[src/rtl/pcu_pkg.sv]
package pcu_pkg;

    typedef enum logic [3:0] {
        OP_ADVANCE   = 4'd0,
        OP_JUMP      = 4'd1,
        OP_JMP_SCC1  = 4'd2,
        OP_JMP_SCC0  = 4'd3,
        OP_JMP_VCCZ1 = 4'd4,
        OP_JMP_VCCZ0 = 4'd5,
        OP_JMP_EXZ1  = 4'd6,
        OP_JMP_EXZ0  = 4'd7,
        OP_READ_PC   = 4'd8,
        OP_WRITE_PC  = 4'd9,
        OP_SWAP_PC   = 4'd10
    } pcu_op_e;

    typedef enum logic {
        ST_IDLE = 1'b0,
        ST_RUN  = 1'b1
    } pcu_state_e;

endpackage

[src/rtl/pcu_ctrl.sv]
module pcu_ctrl
    import pcu_pkg::*;
(
    input  logic clk,
    input  logic rst_n,
    input  logic launch_i,
    input  logic op_valid_i,
    output logic run_o,
    output logic accept_o
);

    pcu_state_e state_q, state_d;

    always_comb begin
        state_d = state_q;
        unique case (state_q)
            ST_IDLE: if (launch_i) state_d = ST_RUN;   // LAUNCH
            ST_RUN:  if (launch_i) state_d = ST_RUN;   // LAUNCH (relaunch)
            default: state_d = ST_IDLE;
        endcase
    end

    always_ff @(posedge clk) begin
        if (!rst_n) state_q <= ST_IDLE;
        else        state_q <= state_d;
    end

    always_comb begin
        run_o    = (state_q == ST_RUN);
        accept_o = 1'b0;
        unique case (state_q)
            ST_IDLE: accept_o = 1'b0;
            ST_RUN:  accept_o = op_valid_i && !launch_i;
            default: accept_o = 1'b0;
        endcase
    end

endmodule

[src/rtl/pcu_cond_eval.sv]
module pcu_cond_eval
    import pcu_pkg::*;
(
    input  logic [3:0] op_i,
    input  logic       scc_i,
    input  logic       vccz_i,
    input  logic       execz_i,
    output logic       is_jump_o,
    output logic       taken_o
);

    pcu_op_e op;
    assign op = pcu_op_e'(op_i);

    always_comb begin
        is_jump_o = 1'b1;
        taken_o   = 1'b0;
        unique case (op)
            OP_JUMP:      taken_o = 1'b1;
            OP_JMP_SCC1:  taken_o = scc_i;
            OP_JMP_SCC0:  taken_o = !scc_i;
            OP_JMP_VCCZ1: taken_o = vccz_i;
            OP_JMP_VCCZ0: taken_o = !vccz_i;
            OP_JMP_EXZ1:  taken_o = execz_i;
            OP_JMP_EXZ0:  taken_o = !execz_i;
            default: begin
                is_jump_o = 1'b0;
                taken_o   = 1'b0;
            end
        endcase
    end

endmodule

[src/rtl/pcu_target_calc.sv]
module pcu_target_calc #(
    parameter int PC_W       = 48,
    parameter int IMM_W      = 16,
    parameter int INSN_BYTES = 4
) (
    input  logic [PC_W-1:0]  pc_i,
    input  logic [IMM_W-1:0] imm_i,
    output logic [PC_W-1:0]  next_o,
    output logic [PC_W-1:0]  target_o
);

    localparam int SHIFT = $clog2(INSN_BYTES);
    localparam int EXT_W = PC_W - IMM_W - SHIFT;

    logic [PC_W-1:0] offset;

    // sign-extend first, then scale to bytes
    assign offset   = {{EXT_W{imm_i[IMM_W-1]}}, imm_i, {SHIFT{1'b0}}};
    assign next_o   = pc_i + PC_W'(INSN_BYTES);
    assign target_o = next_o + offset;

endmodule

[src/rtl/wave_pc_unit.sv]
module wave_pc_unit
    import pcu_pkg::*;
#(
    parameter int PC_W       = 48,
    parameter int IMM_W      = 16,
    parameter int DATA_W     = 64,
    parameter int INSN_BYTES = 4
) (
    input  logic              clk,
    input  logic              rst_n,
    input  logic              launch_i,
    input  logic [PC_W-1:0]   launch_pc_i,
    input  logic              op_valid_i,
    input  logic [3:0]        op_i,
    input  logic [IMM_W-1:0]  imm_i,
    input  logic [DATA_W-1:0] sgpr_pair_i,
    input  logic              scc_i,
    input  logic              vccz_i,
    input  logic              execz_i,
    output logic [PC_W-1:0]   fetch_pc_o,
    output logic [DATA_W-1:0] wb_data_o,
    output logic              wb_valid_o
);

    localparam int LOW_Z = $clog2(INSN_BYTES);

    logic            run_q;
    logic            accept;
    logic            is_jump, taken;
    logic [PC_W-1:0] pc_q, pc_d;
    logic [PC_W-1:0] seq_pc, jump_pc;
    logic [DATA_W-1:0] wb_d;
    logic            wbv_d;
    pcu_op_e         op;

    assign op = pcu_op_e'(op_i);

    pcu_ctrl u_ctrl (
        .clk        (clk),
        .rst_n      (rst_n),
        .launch_i   (launch_i),
        .op_valid_i (op_valid_i),
        .run_o      (run_q),
        .accept_o   (accept)
    );

    pcu_cond_eval u_cond (
        .op_i      (op_i),
        .scc_i     (scc_i),
        .vccz_i    (vccz_i),
        .execz_i   (execz_i),
        .is_jump_o (is_jump),
        .taken_o   (taken)
    );

    pcu_target_calc #(
        .PC_W       (PC_W),
        .IMM_W      (IMM_W),
        .INSN_BYTES (INSN_BYTES)
    ) u_tgt (
        .pc_i     (pc_q),
        .imm_i    (imm_i),
        .next_o   (seq_pc),
        .target_o (jump_pc)
    );

    // next PC and write-back selection
    always_comb begin
        pc_d  = pc_q;
        wb_d  = DATA_W'(seq_pc);
        wbv_d = 1'b0;
        if (launch_i) begin
            pc_d = launch_pc_i;
        end else if (accept) begin
            if (is_jump) begin
                pc_d = taken ? jump_pc : seq_pc;
            end else begin
                unique case (op)
                    OP_READ_PC: begin
                        pc_d  = seq_pc;
                        wbv_d = 1'b1;
                    end
                    OP_WRITE_PC: pc_d = sgpr_pair_i[PC_W-1:0];
                    OP_SWAP_PC: begin
                        pc_d  = sgpr_pair_i[PC_W-1:0];
                        wbv_d = 1'b1;
                    end
                    default: pc_d = seq_pc;
                endcase
            end
        end
        pc_d[LOW_Z-1:0] = '0;
    end

    always_ff @(posedge clk) begin
        if (!rst_n) begin
            pc_q       <= '0;
            wb_data_o  <= '0;
            wb_valid_o <= 1'b0;
        end else begin
            pc_q       <= pc_d;
            wb_data_o  <= wb_d;
            wb_valid_o <= wbv_d;
        end
    end

    assign fetch_pc_o = pc_q;

endmodule

[config.mk]
export PLATFORM = sky130hd
export DESIGN_NAME = wave_pc_unit
export DESIGN_NICKNAME = d
export VERILOG_FILES = /design/src/rtl/pcu_pkg.sv /design/src/rtl/pcu_ctrl.sv /design/src/rtl/pcu_cond_eval.sv /design/src/rtl/pcu_target_calc.sv /design/src/rtl/wave_pc_unit.sv
export SDC_FILE = /design/constraint.sdc
export NUM_CORES = 1
export LEC_CHECK = 0
export BUFFER_PORTS_ARGS = -buffer_cell sky130_fd_sc_hd__buf_2
export CORE_AREA = 2 2 168 186
export CTS_BUF_LIST = sky130_fd_sc_hd__clkbuf_8
export CTS_CLUSTER_DIAMETER = 120
export CTS_CLUSTER_SIZE = 30
export DETAILED_ROUTE_END_ITERATION = 10
export DIE_AREA = 0 0 170 188
export GPL_ROUTABILITY_DRIVEN = 0
export HOLD_SLACK_MARGIN = 0.08
export SLEW_MARGIN = 5
export SYNTH_ARGS = -nofsm -noshare
export SYNTH_HDL_FRONTEND = slang
export SYNTH_HIERARCHICAL = 1
export SYNTH_SLANG_ARGS = --single-unit
[constraint.sdc]
create_clock -name clk -period 5.1 [get_ports clk]
set_clock_uncertainty 0.2 [all_clocks]
set_input_delay 0.51 -clock clk [delete_from_list [all_inputs] [get_ports clk]]
set_output_delay 0.51 -clock clk [all_outputs]
set_load 0.02 [all_outputs]
## After elaboration in Yosys (flattened, before gate mapping)

Cells that the tools add are included.

| operators by class | value |
|---|---|
| muxes and demuxes | 11 |
| $lt $le $gt $ge | 0 |
| divide/modulo/power cells | 0 |
| add/sub/neg operators | 2 |
| bitwise operators | 3 |
| multiply operators | 0 |
| eq/ne operators | 10 |
| shifts and indexed selects | 0 |
| reductions and logical operators | 10 |

Operators by type and width:

| kind | number |
|---|---|
| $mux W48 | 5 |
| $add A48 B3 Y48 const B | 1 |
| $add A48 B48 Y48 | 1 |
| $eq A4 B3 Y1 const B | 4 |
| $eq A4 B4 Y1 const B | 3 |
| $eq A4 B2 Y1 const B | 2 |
| $pmux W1 S7 | 1 |
| $reduce_or A7 Y1 | 1 |
| $eq A4 B1 Y1 const B | 1 |
| $logic_not A1 Y1 | 4 |
| $pmux W1 S2 | 2 |
| $reduce_or A2 Y1 | 2 |
| $reduce_or A4 Y1 | 1 |
| $mux W1 | 3 |
| $not A1 Y1 | 3 |
| $reduce_bool A2 Y1 | 1 |
| $logic_and A1 B1 Y1 | 1 |

| storage, ports and cells | value |
|---|---|
| flip-flop bits (word level) | 114 |
| memory bits (writable) | 0 |
| latch bits | 0 |
| memory bits (read-only) | 0 |
| word-level logic and storage cells | 42 |
| memories | 0 |

## Logic depth before layout (Yosys ltp)

Gate-level depths: netlist of the first run.

| logic depth | value |
|---|---|
| depth in word-level cells | 6 |
| mapped depth | 21 |
| mapped depth without buffers | 20 |

## Cells and area by module

Netlist of the first run, hierarchy kept.

By module, submodules not included:

| module | area each (sq um) | cells each | seq. area each (sq um) | times used |
|---|---|---|---|---|
| wave_pc_unit | 5619.1 | 595 | 1901.8 | 1 |
| pcu_target_calc | 3746.1 | 560 | 0.0 | 1 |
| pcu_cond_eval | 66.3 | 9 | 0.0 | 1 |
| pcu_ctrl | 36.3 | 3 | 20.0 | 1 |

## Worst setup path before layout of the first run

Ideal clock, no wire load.

| timing | value |
|---|---|
| path type | register to register |
| start | register pc_q[9] (netlist: fetch_pc_o[9]) |
| end | register pc_q[47] (netlist: fetch_pc_o[47]) |
| arrival | 4436 ps |
| path buffers | 1 |
| slack | 325 ps |
| stages on the path, launching flop included | 19 |
| library setup time | 138 ps |
| cell sequence | dfxtp_1 > and4_4 > nand4_4 > or4_4 > or4_4 > buf_6 > nor3_1 > xor2_1 > ha_1 > and3_1 > nand3_1 > a21oi_1 > a2111oi_0 > o211ai_1 > o211ai_1 > xnor2_1 > mux2_2 > a32oi_1 > o221ai_1 |

| on the way | value |
|---|---|
| cells in the longest elaborated chain, start to end | 6 |
| elaborated cells between the ends (all ways) | 7 |
| those cells by class | 2 x add/sub; 5 x mux |

RTL lines:

| item | line | RTL |
|---|---|---|
| start: declaration | wave_pc_unit.sv:30 | `logic [PC_W-1:0] pc_q, pc_d;` |
| start signal: assignment | wave_pc_unit.sv:101 | `pc_q <= pc_d;` |
| $add A48 B3 Y48 | pcu_target_calc.sv:19 | `assign next_o = pc_i + PC_W'(INSN_BYTES);` |
| named net seq_pc[43] | wave_pc_unit.sv:31 | `logic [PC_W-1:0] seq_pc, jump_pc;` |
| $add A48 B48 Y48 | pcu_target_calc.sv:20 | `assign target_o = next_o + offset;` |
| named net jump_pc[47] | wave_pc_unit.sv:31 |  |
| $mux W48 | wave_pc_unit.sv:76 | `pc_d = taken ? jump_pc : seq_pc;` |
| $mux W48 | wave_pc_unit.sv:75 | `if (is_jump) begin` |
| $mux W48 | wave_pc_unit.sv:74 | `end else if (accept) begin` |
| $mux W48 | wave_pc_unit.sv:72 | `if (launch_i) begin` |

The timed path passes the listed nets, and every way through them passes these cells. The select of a mux whose other input is x is not followed.
A chain may end at the register's enable or synchronous reset.

## Worst setup path in the final report of the first run

| timing | value |
|---|---|
| start | register pc_q[6] (netlist: fetch_pc_o[6]) |
| end | register pc_q[36] (netlist: fetch_pc_o[36]) |

The elaborated chain is that of the path after synthesis.

==> results list, run 1 <==
- The flow ran to the end, and the final reports show no timing, DRC or antenna violations.
- For this run, global-route usage on met2 was measured as 34.5%.
- Path type of the worst setup path: flip-flop to flip-flop
* Area enclosed by the die boundary: 32000 sq um
* R2r worst-path depth: 20
* Routed len/inst: 18.2 um
- DR DRC count: 0
- In this run the count of I/O pins placed on the die edge is 252.
- The die is 170 um wide.
- Maximum VDD drop: 0.116 mV
* Flop pwr share: 34.2%
- In the final layout, the share of cells above drive strength 1 is 31.8%.
- TritonCTS built the clock tree.
- In this run the critical register-to-register path is launched from fetch_pc_o[6]$_SDFFE_PN0P_.
- The layout has 3110 filler cells.
* Warnings, synthesis: 6
- GR Util met3: 3.19%
* Pre-antenna DRT Iters: 5
- CP Launch Point: fetch_pc_o[6]$_SDFFE_PN0P_
- Worst Hold Class: input port to flip-flop
- Number of buffers created by CTS: 9
* Cell area after placement: 11200 sq um
- Worst setup endpoint: fetch_pc_o[36]$_SDFFE_PN0P_
- The cell sitting at the root of the clock tree is a clkbuf_8.
- Clock period minus worst slack: 4.91 ns
- H-Tree Level Count: 3
- Per report_power, the clock group accounts for 28.7% of the total.
* Row count: 67
- At the later pin of the worst-skew pair, clock insertion delay measures 0.42 ns.
- Using the TritonRoute via totals, the vias-per-cell ratio works out to 5.33.
* Initial Util: 31.3%
* Area of the mapped netlist: 9450 sq um
- Wire length of the first global-routing pass: 50400 um
- The routed design has 32600 um of wire.
- The wire-length estimate of the detail-placed layout is 24700 um.
- Unrepaired setup endpoints after global routing: true
* Area growth syn-to-layout: 23.0%
- The count of buffers added on input and output ports is 213.
* Final count of pins violating max slew: 0
* Static Leak: 5.18 nW
- Worst setup slack after layout: 0.186 ns
* Max-Slew Margin vs Limit: 42.6%
* Antenna viol nets, final: 0
- Number of max-capacitance violations reported: 0
* Net switching fraction of the power: 35.5%
- Setup violations remaining at the end of the flow were counted as 0.
* Chip Height: 188 um
- Net count of the finished layout: 1605
* Combinational cell fraction of total power: 37.1%
* Core occupancy in the finished layout: 38.5%
- Required time reported for the critical path endpoint: 5.16 ns
- Of all nets on the critical path, the largest fanout is 5.
- Design area: 11600 sq um
- Leaving out fill and tap cells, the most frequent cell in the layout is buf_2.
* Pin count of the biggest net entering global routing: 55
- The number of global-route vias before repair was 9526.
- Synthesized netlist cell count: 1165
- The number of antenna violations at the first check in global routing was 3.
- Switching power total: 0.850 mW
- Most used routing layer: met2
- Endpoint of the worst register-to-register path: fetch_pc_o[36]$_SDFFE_PN0P_
- Pint: 1.55 mW
- Clock edge transition at the registers on the reported setup and hold paths: 0.11 ns
- Highest-count cells in the layout ignoring fill and taps: buf_2 (213), and2_1 (98), buf_4 (98)
- Leftover overflow at the end of global routing: 0
- OpenSTA, run right after detailed placement, puts the worst setup slack at 0.162 ns.
- Core footprint: 30200 sq um
- The longest clock path from root to sink contains 2 buffers.
- Achievable clock frequency: 0.203 GHz
* Power Dens Cells: 206 nW/um^2
* Global routing usage on met1: 25.1%
- Transition time of the tightest slew-check pin: 0.861 ns
* Vias after detailed routing: 9556
- The worst setup path is launched from a flip-flop.
- A synthesized cell averages 8.11 sq um.
- Final critical-path share of the clock period: 96.4%
- The count of endpoints failing hold in the final timing report was 0.
- In this run, the number of DRC markers left after iteration 0 of detailed routing was 561.
* Register-to-register setup slack: 0.19 ns
- STA puts the critical path data arrival time at 4.97 ns.
- STA classifies the critical path endpoint as a flip-flop.
* All-Layer GR Usage: 20.0%
* Count of clock tree sinks: 96
## layer usage
layer | vias to the layer above | share of wire [%] | routed length [um]
met5 | - | 0.034 | 11
met4 | 2 | 2.1 | 686
met3 | 45 | 4.7 | 1530
met2 | 274 | 50 | 16200
met1 | 4588 | 44 | 14200
li1 | 4647 | - | -
## worst min-delay path by stage
stage                            startpoint                          end  slack [ns]  cells after the start
global route                        op_i[0]        wb_valid_o$_SDFF_PP0_        0.25                      2
detailed placement  u_ctrl/run_o$_SDFF_PN0_      u_ctrl/run_o$_SDFF_PN0_        0.25                      1
finish                              op_i[0]        wb_valid_o$_SDFF_PP0_        0.23                      2
floorplan           u_ctrl/run_o$_SDFF_PN0_      u_ctrl/run_o$_SDFF_PN0_        0.22                      1
global placement    u_ctrl/run_o$_SDFF_PN0_      u_ctrl/run_o$_SDFF_PN0_        0.23                      1
CTS                         launch_pc_i[44]  fetch_pc_o[44]$_SDFFE_PN0P_        0.21                      4
## critical path, stage by stage (launching register included)
cell       delay, ns
dfxtp_1         0.44
and4_4          0.30
and2_1          0.19
and3_1          0.19
and3_2          0.24
nand2b_1        0.15
nor3_1          0.23
xor2_1          0.30
ha_1            0.35
a21o_1          0.23
o21bai_1        0.17
o21bai_1        0.19
a41oi_1         0.30
a2111oi_1       0.10
buf_4           0.16
nor3_2          0.21
buf_4           0.15
xnor2_1         0.06
mux2_2          0.26
a32oi_1         0.21
o221ai_2        0.13
## cell type report
cell class / count / area, sq um / share of cell area (%)
well taps: 379 / 474 / 4.08
clock inverters: 7 / 141 / 1.22
clock buffers: 9 / 124 / 1.07
flip-flops and latches: 96 / 1920 / 16.5
repair buffers: 311 / 1800 / 15.5
diodes: 1 / 2.50 / 0.0215
inverters: 66 / 248 / 2.13
multi-input cells: 925 / 6910 / 59.4
## metrics by stage
stage / instances / setup TNS, ns / total power, mW / hold slack [ns]
floorplan: 1184 / 0 / 1.43 / 0.221
global placement: 1772 / 0 / 1.70 / 0.229
detailed placement: 1772 / 0 / 1.71 / 0.247
CTS: 1788 / 0 / 2.41 / 0.212
global route: 1793 / -0.218 / 2.53 / 0.250
finish: 1794 / 0 / 2.40 / 0.226
## power groups by stage
stage	Clock, mW	Sequential, mW	Combinational, mW
global placement	0	0.836	0.865
CTS	0.714	0.820	0.877
floorplan	0	0.879	0.553
detailed placement	0	0.837	0.873
finish	0.688	0.820	0.890
global route	0.729	0.825	0.972
## state kept, by name, summed over array words and instances, names as in the netlist
register,cells
fetch_pc_o,46
u_ctrl/run_o,1
wb_valid_o,1
wb_data_o,48
## timing repair
item	CTS	global route
hold buffers	0	0
gates resized for setup	0	17
endpoints found under the setup margin	0	11
setup buffers	0	5
Power figures use the tool's default switching activity.
==> run 2, diff against run 1 <==
- CORE_AREA: 2 2 168 186 -> 4 4 170 188
- DIE_AREA: 0 0 170 188 -> 0 0 174 192
==> results list, run 2 (synthesis results as in run 1) <==
* Highest net fanout along the worst path: 6 (+1)
* Core footprint: 30200 sq um (unchanged)
- The number of antenna-violating nets in the routed design is 0 (unchanged).
- The global-route wire length before repair was 50600 um (+0.40%).
- The hold slack came to 0.241 ns (+0.0152 ns).
* Register containing the most flip-flops in the final layout: wb_data_o
- Leaving out fill and tap cells, the most frequent cells in the layout are buf_2 (213), buf_4 (100), and2_1 (98).
- The highest clock rate came to 0.208 GHz (+2.2%).
- Most common library cell in the layout ignoring fill and taps: buf_2
- The final cell count without fillers came to 1796 (+0.11%).
- The number of DRC markers after the initial detailed-route iteration was 686 (+22%).
- Transition time of the tightest slew-check pin: 0.845 ns (-0.0161 ns)
- Net count of the finished layout: 1607 (+0.12%)
- The sum of net half-perimeters after detailed placement came to 25000 um (+1.3%).
- The number of global-route vias before repair was 9361 (-1.7%).
- The worst slew margin relative to its limit was 43.6% (+1.1 points).
- Arrival time of the worst setup path: 4.88 ns (-0.09 ns)
* Number of vias per cell: 5.26 (-1.3%)
- The area of the die was 33400 sq um (+4.5%).
- Total wire length: 32400 um (-0.64%)
* Crit start category: flip-flop
- Final critical-path share of the clock period: 94.2% (-2.1 points)
* Core occupancy in the finished layout: 38.3% (-0.22 points)
- Number of buffers created by CTS: 9 (unchanged)
- The total setup violations reported at the end of the flow came to 0 (unchanged).
- The final number of max-transition violations came to 0 (unchanged).
- The flip-flop count of the largest register after layout came to 48 (unchanged).
- Clock edge transition at the registers on the reported setup and hold paths: 0.10 ns (about the same)
- Required time reported for the critical path endpoint: 5.17 ns (about the same)
* H-Tree Level Count: 3 (unchanged)
* Filler cells: 3173 (+2.0%)
- Clock Root Buffer: clkbuf_8
- Routed len/inst: 18.0 um (-0.75%)
* Initial antenna violation count: 2 (-1)
- The number of cells after detailed placement came to 1777 (+0.28%).
- The clock period minus final worst setup slack was 4.81 ns (-0.108 ns).
- Die width: 174 um (+2.4%)
* CP Launch Point: fetch_pc_o[12]$_SDFFE_PN0P_
- Pin count of the biggest net entering global routing: 96 (+75%)
* Unrepaired setup endpoints after global routing: true
- The number of I/O pins was 252 (unchanged).
- Outcome: finished, final reports clean
* Power Dens Cells: 193 nW/um^2 (-6.4%)
- Crit Reg-Reg Startpoint: fetch_pc_o[12]$_SDFFE_PN0P_
* Path type of the worst setup path: flip-flop to flip-flop
- Static Leak: 5.13 nW (-0.96%)
- The maximum vdd drop was 0.103 mV (-12%).
- Number of max-capacitance violations reported: 0 (unchanged)
* Initial Util: 31.3% (unchanged)
- Pre-antenna DRT Iters: 5 (unchanged)
- The post-detailed-route DRC marker count came to 0 (unchanged).
- The die outline height is 192 um (+2.1%).
* Input/output buffers: 213 (unchanged)
- Worst Hold Class: input port to flip-flop
* Fraction of layout cells with a size suffix above 1: 32.0% (+0.17 points)
- The standard-cell row count was 67 (unchanged).
- The overall power consumption is 2.23 mW (-6.9%).
- The count of endpoints failing hold in the final timing report was 0 (unchanged).
- Hold_sp: op_i[0]
- Number of buffers on the longest clock path: 2 (unchanged)
* Leftover overflow at the end of global routing: 0 (unchanged)
- Skew-Pair Late Insertion Delay: 0.41 ns (about the same)
- Count of clock tree sinks: 96 (unchanged)
* Vias after detailed routing: 9444 (-1.2%)
- The total track usage came to 18.8% (-1.2 points).
- Compared with the post-synthesis result, the final layout area differs by 22.3%.
* Clock tree from TritonCTS: built
- STA classifies the critical path endpoint as a flip-flop.
==> run 2: changes by cell type in the layout (fill, tap and decap cells not counted), moves of 2 or more <==
cell | before | now
xnor2_2 | 4 | 1
xnor2_1 | 46 | 49
dfxtp_2 | 1 | 4
clkinvlp_4 | 1 | 3
inv_1 | 66 | 68
bufinv_16 | 4 | 1
dfxtp_1 | 95 | 92
buf_4 | 98 | 100
==> run 2: final cells by class <==
cell class                 instances  area (sq um)  area share [%]
antenna                            1          2.50          0.0216
clock buffer                       9           124            1.07
clock inverter                     7          65.1           0.563
inverter                          66           248            2.14
multi-input combinational        925          6900            59.7
sequential                        96          1930            16.7
tap                              379           474            4.10
timing repair buffer             313          1820            15.7
==> run 2: final timing paths <==
| kind | end | slack [ns] | cells after the start |
|---|---|---|---|
| setup / recovery | fetch_pc_o[46]$_SDFFE_PN0P_ | 0.29 | 17 |
| hold / removal | wb_valid_o$_SDFF_PP0_ | 0.24 | 2 |
| setup reg to reg | fetch_pc_o[46]$_SDFFE_PN0P_ | 0.29 | 17 |
| hold reg to reg | u_ctrl/run_o$_SDFF_PN0_ | 0.27 | 1 |
==> run 2: timing repair <==
item / 4_1_cts / 5_1_grt
endpoints found under the setup margin: 0 / 13
buffers inserted: 0 / 2
hold buffers: 0 / 0
resized for setup: 0 / 21
==> run 2: through the flow <==
stage / TNS (ns) / instance area [sq um] / worst slack (ns)
global placement: 0 / 11300 / 0.204
floorplan: 0 / 9520 / 0.325
CTS: 0 / 11500 / 0.107
finish: 0 / 11600 / 0.294
global route: -0.0476 / 11600 / -0.0277
detailed placement: 0 / 11300 / 0.162
==> run 2: power by group <==
part	switching (mW)	internal, mW
Sequential	0.0349	0.787
Clock	0.301	0.222
Combinational	0.502	0.385
==> run 2: worst max-delay path: stages, from the launching register on <==
cell and delay, ns:
dfxtp_1 0.41, and4_4 0.28, nand4_4 0.14, or4_4 0.63, or4_4 0.51, nor3_2 0.15
xor2_1 0.22, ha_2 0.35, a21o_1 0.18, a21o_1 0.17, a21oi_1 0.17, o21ai_0 0.11
a21o_1 0.20, o31ai_1 0.30, a211oi_2 0.09, mux2_2 0.28, a32oi_1 0.18, o221ai_2 0.11
==> run 2: layer usage <==
layer / up-vias / wire length (um) / global-route usage, %
met5: - / 0 / 0
met4: 0 / 1090 / 7.68
met3: 59 / 1610 / 3.17
met2: 286 / 15400 / 31.5
met1: 4448 / 14300 / 24.0
li1: 4651 / - / -
